--- src/rtl/raster_evt_pkg.sv ---
package raster_evt_pkg;
  localparam int ST_W        = 7;
  localparam int ST_DONE     = 0;
  localparam int ST_VSYNC    = 1;
  localparam int ST_SYNCLOST = 2;
  localparam int ST_ACB      = 3;
  localparam int ST_LINE     = 4;
  localparam int ST_UNDER    = 5;
  localparam int ST_PAL      = 6;

  localparam int CT_EN        = 0;
  localparam int CT_IE_VSYNC  = 2;
  localparam int CT_IE_DONE   = 3;
  localparam int CT_IE_PAL    = 4;
  localparam int CT_LINE_MUTE = 5;
  localparam int CT_IE_LINE   = 6;
  localparam int CT_TFT       = 7;
  localparam int CT_LINE_CLR  = 10;
  localparam int CT_LMODE_LO  = 11;

  localparam logic [1:0] LM_PAL_ONLY = 2'b01;

  typedef struct packed {
    logic enRise;
    logic enFall;
    logic stopDone;
  } ctlStrobe_t;

  typedef enum logic [1:0] {S_IDLE = 2'd0, S_RUN = 2'd1, S_DRAIN = 2'd2} runState_t;
endpackage

--- src/rtl/raster_evt_ctrl.sv ---
module raster_evt_ctrl
  import raster_evt_pkg::*;
(
  input  logic       clk,
  input  logic       rstN,
  input  logic       regWr,
  input  logic       regAddr,
  input  logic       wrEnBit,
  input  logic       ctrlEn,
  input  logic       frameEnd,
  output ctlStrobe_t strobe,
  output logic       busy
);
  runState_t state, stateNxt;
  logic wrCtrl;

  assign wrCtrl = regWr && !regAddr;

  always_comb begin
    strobe.enRise   = wrCtrl && wrEnBit && !ctrlEn;
    strobe.enFall   = wrCtrl && !wrEnBit && ctrlEn;
    strobe.stopDone = (state == S_DRAIN) && frameEnd && !strobe.enRise;
  end

  always_comb begin
    stateNxt = state;
    unique case (state)
      S_IDLE:  if (strobe.enRise) stateNxt = S_RUN;
      S_RUN:   if (strobe.enFall) stateNxt = S_DRAIN;
      S_DRAIN: begin
        if (strobe.enRise)        stateNxt = S_RUN;
        else if (strobe.stopDone) stateNxt = S_IDLE;
      end
      default: stateNxt = S_IDLE;
    endcase
  end

  always_ff @(posedge clk) begin
    if (!rstN) state <= S_IDLE;
    else       state <= stateNxt;
  end

  assign busy = (state != S_IDLE);

  assert_busy_up_R3: assert property (@(posedge clk) disable iff (!rstN)
    $rose(busy) |-> $past(regWr && !regAddr && wrEnBit));
  assert_busy_drop_R4: assert property (@(posedge clk) disable iff (!rstN)
    $fell(busy) |-> $past(frameEnd));
  assert_busy_hold_R4: assert property (@(posedge clk) disable iff (!rstN)
    (busy && !frameEnd) |=> busy);
endmodule

--- src/rtl/raster_evt_dp.sv ---
module raster_evt_dp
  import raster_evt_pkg::*;
#(
  parameter int DATA_W = 16
)(
  input  logic              clk,
  input  logic              rstN,
  input  logic              regWr,
  input  logic              regAddr,
  input  logic [DATA_W-1:0] regWdata,
  output logic [DATA_W-1:0] regRdata,
  input  logic [ST_W-1:0]   evIn,
  input  ctlStrobe_t        strobe,
  input  logic              busy,
  output logic              ctrlEn,
  output logic              irqOut
);
  logic [DATA_W-1:0] ctrlReg;
  logic [ST_W-1:0]   status, setVec, clrVec;
  logic wrCtrl, wrSt, palOnly, lineByFrame, anyEv;

  assign wrCtrl      = regWr && !regAddr;
  assign wrSt        = regWr && regAddr;
  assign ctrlEn      = ctrlReg[CT_EN];
  assign palOnly     = ctrlReg[CT_LMODE_LO+1:CT_LMODE_LO] == LM_PAL_ONLY;
  assign lineByFrame = ctrlReg[CT_LINE_CLR];
  assign anyEv       = |evIn;

  always_ff @(posedge clk) begin
    if (!rstN)       ctrlReg <= '0;
    else if (wrCtrl) ctrlReg <= regWdata;
  end

  always_comb begin
    setVec          = evIn & {ST_W{busy}};
    setVec[ST_DONE] = strobe.stopDone;
    clrVec              = '0;
    clrVec[ST_DONE]     = strobe.enRise;
    clrVec[ST_VSYNC]    = wrSt && !regWdata[ST_VSYNC];
    clrVec[ST_ACB]      = wrSt && !regWdata[ST_ACB];
    clrVec[ST_SYNCLOST] = strobe.enFall;
    clrVec[ST_UNDER]    = strobe.enFall;
    clrVec[ST_LINE]     = lineByFrame ? evIn[0] : (wrSt && !regWdata[ST_LINE]);
    clrVec[ST_PAL]      = palOnly ? (wrSt && !regWdata[ST_PAL]) : strobe.enFall;
  end

  for (genvar b = 0; b < ST_W; b++) begin : g_flag
    always_ff @(posedge clk) begin
      if (!rstN) status[b] <= 1'b0;
      else       status[b] <= (status[b] & ~clrVec[b]) | setVec[b];
    end
  end

  assign irqOut = (status[ST_VSYNC] & ctrlReg[CT_IE_VSYNC])
                | (status[ST_DONE]  & ctrlReg[CT_IE_DONE])
                | (status[ST_PAL]   & ctrlReg[CT_IE_PAL])
                | (status[ST_LINE]  & ctrlReg[CT_IE_LINE] & ~ctrlReg[CT_LINE_MUTE])
                | status[ST_SYNCLOST] | status[ST_UNDER];

  assign regRdata = regAddr ? {{(DATA_W-ST_W){1'b0}}, status} : ctrlReg;

  assert_done_rise_R4: assert property (@(posedge clk) disable iff (!rstN)
    $rose(status[ST_DONE]) |-> $past(strobe.stopDone));
  assert_err_clear_R7: assert property (@(posedge clk) disable iff (!rstN)
    $fell(status[ST_UNDER]) |-> $past(regWr && !regAddr && !regWdata[CT_EN]));
  assert_idle_ignore_R5: assert property (@(posedge clk) disable iff (!rstN)
    $rose(status[ST_VSYNC]) |-> $past(busy && evIn[ST_VSYNC]));
  assert_irq_source_R11: assert property (@(posedge clk) disable iff (!rstN)
    $rose(irqOut) |-> $past(regWr || anyEv || strobe.stopDone));
  assert_status_quiet_R6: assert property (@(posedge clk) disable iff (!rstN)
    (!regWr && !anyEv) |=> $stable(status));
endmodule

--- src/rtl/raster_evt_top.sv ---
module raster_evt_top
  import raster_evt_pkg::*;
#(
  parameter int DATA_W = 16
)(
  input  logic              clk,
  input  logic              rstN,
  input  logic              regWr,
  input  logic              regAddr,
  input  logic [DATA_W-1:0] regWdata,
  output logic [DATA_W-1:0] regRdata,
  input  logic              evFrameEnd,
  input  logic              evVsync,
  input  logic              evSyncLost,
  input  logic              evAcBias,
  input  logic              evLineMatch,
  input  logic              evUnderflow,
  input  logic              evPalLoaded,
  output logic              irqOut,
  output logic              busyOut
);
  ctlStrobe_t       strobe;
  logic             ctrlEn;
  logic [ST_W-1:0]  evVec;

  assign evVec = {evPalLoaded, evUnderflow, evLineMatch, evAcBias,
                  evSyncLost, evVsync, evFrameEnd};

  raster_evt_ctrl ctrl_i (
    .clk(clk), .rstN(rstN), .regWr(regWr), .regAddr(regAddr),
    .wrEnBit(regWdata[CT_EN]), .ctrlEn(ctrlEn), .frameEnd(evFrameEnd),
    .strobe(strobe), .busy(busyOut)
  );

  raster_evt_dp #(.DATA_W(DATA_W)) dp_i (
    .clk(clk), .rstN(rstN), .regWr(regWr), .regAddr(regAddr),
    .regWdata(regWdata), .regRdata(regRdata), .evIn(evVec),
    .strobe(strobe), .busy(busyOut), .ctrlEn(ctrlEn), .irqOut(irqOut)
  );
endmodule

--- config.mk ---
export PLATFORM = sky130hd
export DESIGN_NAME = raster_evt_top
export DESIGN_NICKNAME = d
export VERILOG_FILES = /design/src/rtl/raster_evt_pkg.sv /design/src/rtl/raster_evt_ctrl.sv /design/src/rtl/raster_evt_dp.sv /design/src/rtl/raster_evt_top.sv
export SDC_FILE = /design/constraint.sdc
export NUM_CORES = 1
export LEC_CHECK = 0
export ABC_CLOCK_PERIOD_IN_PS = 2300
export BUFFER_PORTS_ARGS = -buffer_cell sky130_fd_sc_hd__buf_2
export CAP_MARGIN = 10
export CORE_UTILIZATION = 32
export CTS_CLUSTER_SIZE = 25
export DETAILED_ROUTE_END_ITERATION = 12
export HOLD_SLACK_MARGIN = 0.15
export MAX_ROUTING_LAYER = met4
export PLACE_DENSITY = 0.62
export REMOVE_ABC_BUFFERS = 1
export SYNTH_ARGS = -nofsm -noshare
export SYNTH_HDL_FRONTEND = slang
export SYNTH_SLANG_ARGS = --single-unit
--- constraint.sdc ---
create_clock -name clk -period 2.3 [get_ports clk]
set_input_delay 0.115 -clock clk [delete_from_list [all_inputs] [get_ports clk]]
set_output_delay 0.115 -clock clk [all_outputs]
set_load 0.01 [all_outputs]
======== Yosys cells after proc, flatten, opt, wreduce, memory -nomap -nowiden ========
Cells that the tools add are included.
cells by class
  eq/ne operators ......................... 6
  bitwise operators ....................... 32
  reductions and logical operators ........ 23
  mux-type cells .......................... 8
operator list
  kind                                                                      number
  16-bit 2-to-1 mux                                                         1
  1-bit bitwise AND                                                         12
  1-bit logical AND                                                         12
  1-bit OR                                                                  12
  1-bit logical NOT                                                         8
  2-bit 2-to-1 mux                                                          4
  7-bit bitwise AND                                                         1
  1-bit NOT                                                                 7
  2-bit case mux with 3 select lines                                        1
  2-bit by 1-bit == test with 1-bit output (second input constant)          2
  2-bit by 1-bit inequality test with 1-bit output (second input constant)  2
  3-bit by 1-bit inequality test with 1-bit output (second input constant)  1
  3-bit AND reduction                                                       1
  2-bit == test (second input constant)                                     1
  2-bit logical NOT                                                         1
  1-bit 2-to-1 mux                                                          2
  2-bit nonzero test                                                        1
word-level totals
  logic and storage cells ................. 78
  input bits .............................. 27
  register bits after elaboration ......... 25

======== Depth between registers and ports, before layout ========
  depth after elaboration ................. 9
  depth in mapped cells ................... 5

======== Modules after synthesis ========
Synthesis repeated with hierarchy kept, for this count alone.
unflattened totals
  cells, all modules ...................... 137
  area total of the unflattened synthesis .. 1,209.9 um^2
modules (own cells, without submodules)
  module           seq. area each (um^2)  cells each  instances  area each (um^2)
  raster_evt_dp    460.4                  124         1          1,077.3
  raster_evt_ctrl  40.0                   13          1          132.6

======== Worst setup path before layout ========
No wires, ideal clock.
  path type ............................... flip-flop to flip-flop
  start point ............................. register ctrl_i.state[1]
  end point ............................... register dp_i.status[2]
  stages on the path, launching flop included .. 5
  path buffers ............................ 1
  data arrival time ....................... 910 ps
  slack ................................... 1,271 ps
  library setup time ...................... 118 ps
  cell sequence ........................... dfxtp_1 > or2_1 > buf_2 > a22oi_1 > nor2b_1
between the ends
  cells in the longest elaborated chain, start to end .. 3
RTL lines
  item                             line                   text
  from (decl)                      raster_evt_ctrl.sv:14  runState_t state, stateNxt;
  from (signal assigned)           raster_evt_ctrl.sv:40  else state <= stateNxt;
  2-bit nonzero test               raster_evt_ctrl.sv:43  assign busy = (state != S_IDLE);
  via busyOut                      raster_evt_top.sv:20   output logic busyOut
  7-bit bitwise AND                raster_evt_dp.sv:35    setVec = evIn & {ST_W{busy}};
  1-bit OR                         raster_evt_dp.sv:50    else status[b] <= (status[b] & ~clrVec[b]) | setVec[b];
  to (signal, indexed assignment)  raster_evt_dp.sv:50
  to (decl)                        raster_evt_dp.sv:19    logic [ST_W-1:0] status, setVec, clrVec;
The timed path passes the listed nets, and every way through them passes these cells.
A chain may end at the register's enable or synchronous reset.

======== Final worst setup path ========
  start point ............................. register ctrl_i.state[1]
  end point ............................... output busyOut
between the ends
  cells in the longest elaborated chain, start to end .. 1
RTL lines
  item                line
  2-bit nonzero test  raster_evt_ctrl.sv:43
  to (decl)           raster_evt_top.sv:20
No other way between the ends.

==> metrics.csv <==
stage,metric,value,unit
floorplan,I/O pin count,45,
route,Routed WL per cell,12.2,um
cells_and_area,Nets,228,
route,Total Wirelength,3.01,mm
grt,global-route wire length before repair,4.97,mm
pwr,Max VDD drop,0.448,mV
synth,cell taking the most area after synthesis,dfxtp_1,
grt,vias in the first global route,1044,
grt,gr usage total,16.0,%
sta,Slew @ Worst Pin,575,ps
cells_and_area,synth-to-layout area growth,40.5,%
clock_tree,clock buffer depth,2,
clock_tree,H-tree Lvls,1,
critical_path,CP Cell Sequence,or2_1 -> buf_2,
outcome,outcome,"finished, final reports clean",
route,Antenna Nets Post-Route,0,
synth,Area contributors post-synth,"dfxtp_1 42%, nand2_1 12%, a21boi_1 6.9%, mux2_2 5.6%, nor2b_1 5.2%",
synth,"EDFF count, synth",0,
critical_path,CP required,2180,ps
placed_design,RD Place Congestion,0.759,
clock_tree,CTS root buffer,clkbuf_8,
synth,Yosys top cell area share,41.8,%
placed_design,IO buf count,44,
critical_path,Top delay family on crit path,flip-flops,
synth,ys async rst share,0,%
cells_and_area,layout cells sized above 1,27.0,%
synth,post-synthesis sequential area ratio,41.8,%
critical_path,critical path endpoint category,primary output,
synth,Syn Inst Count,139,
sta,Max Clk Rate,787,MHz
synth,"Top FF cell, synth",dfxtp_1,
critical_path,CP max-delay cell,dfxtp_1,
critical_path,CP max stage delay,350,ps
pwr,Pleak,0.729,nW
critical_path,critical path launch point type,flop,
cells_and_area,most frequent cells in the layout,"44 x buf_2, 39 x nand2_1, 25 x dfxtp_1",
min_path,worst hold path type,in2reg,
floorplan,die span in y,63.2,um
floorplan,Starting Density,34.5,%
synth,area of the mapped netlist,1200,um^2
cells_and_area,area occupied by multi-input gates,632,um^2
clock_tree,Post-CTS Setup Bufs,0,
grt,initial antenna violation count,0,
route,via/cell ratio,4.61,
sta,fin. max-slew vios,0,
synth,Seq cells post-synth,25,
critical_path,Worst Path Max Fanout,7,
cells_and_area,Register Area,500,um^2
run,maxcap violations,0,
sta,Period minus WS final,1270,ps
cells_and_area,fill cell count,360,
critical_path,Worst Path Buf+Inv,1,
cells_and_area,"commonest non-fill, non-tap cell in the layout",buf_2,
route,Post-route DRC,0,
floorplan,die width,63.2,um
sta,final hold viol count,0,
sta,Clock Skew,3.74,ps
floorplan,Core Footprint,3470,um^2
grt,grt ovf,0,
floorplan,Die ar.,3990,um^2
clock_tree,TritonCTS clock tree,yes,
grt,pin count of the biggest net entering global routing,27,
synth,count of different cell masters after synthesis,32,
clock_tree,TritonCTS buffer count,3,
sta,RSZ-0062 raised after global routing,no,
critical_path,crit path DAT,1160,ps
floorplan,row count,21,
clock_tree,clock sink count,25,
clock_tree,"Clk pin slew, worst setup/hold paths",80,ps
synth,Ys Warns,0,
placed_design,HPWL Detailed,2.07,mm
route,First-pass DRT Iterations,4,
pwr,PwrDens,511,nW/um^2
critical_path,Crit Path Category,reg2out,
synth,Post-Syn Area per Cell,8.61,um^2
sta,TNS Setup,0,ps
sta,Worst slew margin,61.6,%
sta,Tcrit/Tclk final,55.2,%
cells_and_area,n_diodes,0,
sta,endpoints failing setup,0,
route,Vias,1134,
clock_tree,Skew-Pair Late Insertion Delay,260,ps
cells_and_area,final core utilization,48.5,%
route,initial DRC count,56,
-- state kept, by name (all words and copies together), names as in the netlist --
name,cells
ctrl_i.state,2
dp_i.status,7
dp_i.ctrlReg,16
-- timing repair --
action                                 in CTS  in global routing
resized for setup                           0                  0
endpoints found under the hold margin      22                  0
hold buffers                               22                  0
-- metal layers --
metal  wire length (um)  up-vias  GRT usage [%]
met3                158        2           3.26
met1               1400      503           21.0
met2               1420       40           25.9
li1                   -      589              -
met5                  0        -              -
met4                 20        0           1.70
-- cell type report --
cell class,instances,area share [%]
multi-input combinational,103,37.5
timing repair buffer,66,26.2
clock buffer,4,2.68
sequential,25,29.7
inverter,2,0.446
tap,46,3.42
-- logic make-up after synthesis --
logic type,share of synthesized area (%)
flip-flops,41.8
buffers and inverters,5.43
AND/OR/NAND/NOR,27.4
multiplexers,6.58
AO/OA/AOI/OAI,18.8
-- stage by stage --
| stage | instances | total power, mW | worst slack (ps) | hold WS, ps | instance area, um^2 |
|---|---|---|---|---|---|
| floorplan | 130 | 0.527 | 1300 | 229 | 1140 |
| global route | 246 | 0.908 | 955 | 236 | 1680 |
| finish | 246 | 0.861 | 1030 | 187 | 1680 |
| detailed placement | 220 | 0.587 | 931 | 362 | 1420 |
| CTS | 246 | 0.870 | 1000 | 177 | 1680 |
| global placement | 220 | 0.584 | 980 | 354 | 1420 |
-- path summary, 6_finish.rpt --
check	from	end	slack, ps	cells after the start
hold / removal	evFrameEnd	dp_i.status[0]$_SDFF_PN0_	190	3
hold reg to reg	dp_i.ctrlReg[13]$_SDFFE_PN0N_	dp_i.ctrlReg[13]$_SDFFE_PN0N_	450	2
setup reg to reg	ctrl_i.state[1]$_SDFFE_PN0P_	dp_i.status[5]$_SDFF_PN0_	1220	3
setup / recovery	ctrl_i.state[1]$_SDFFE_PN0P_	busyOut	1030	2
-- power by group --
group / internal [mW] / switching, mW
clock: 0.124 / 0.131
sequential: 0.450 / 0.0117
combinational: 0.0787 / 0.0647
-- worst min-delay path, delay by kind of cell --
family	cells	cell delay [ps]
AND/OR/NAND/NOR	1	100
buffers and inverters	1	120
AO/OA/AOI/OAI	1	90
-- Yosys cell counts, types with 2 or more instances --
master    instances
nand2_1          39
nor2b_1          10
nand3_1           2
buf_6             2
clkbuf_1          2
a21boi_0          8
a21boi_1         11
o21ai_0           2
buf_2             4
a22oi_1           3
o21a_1            2
nor2_1            4
inv_1             2
dfxtp_1          25
mux2_2            6
No activity file was read; power rests on OpenSTA's default activity.
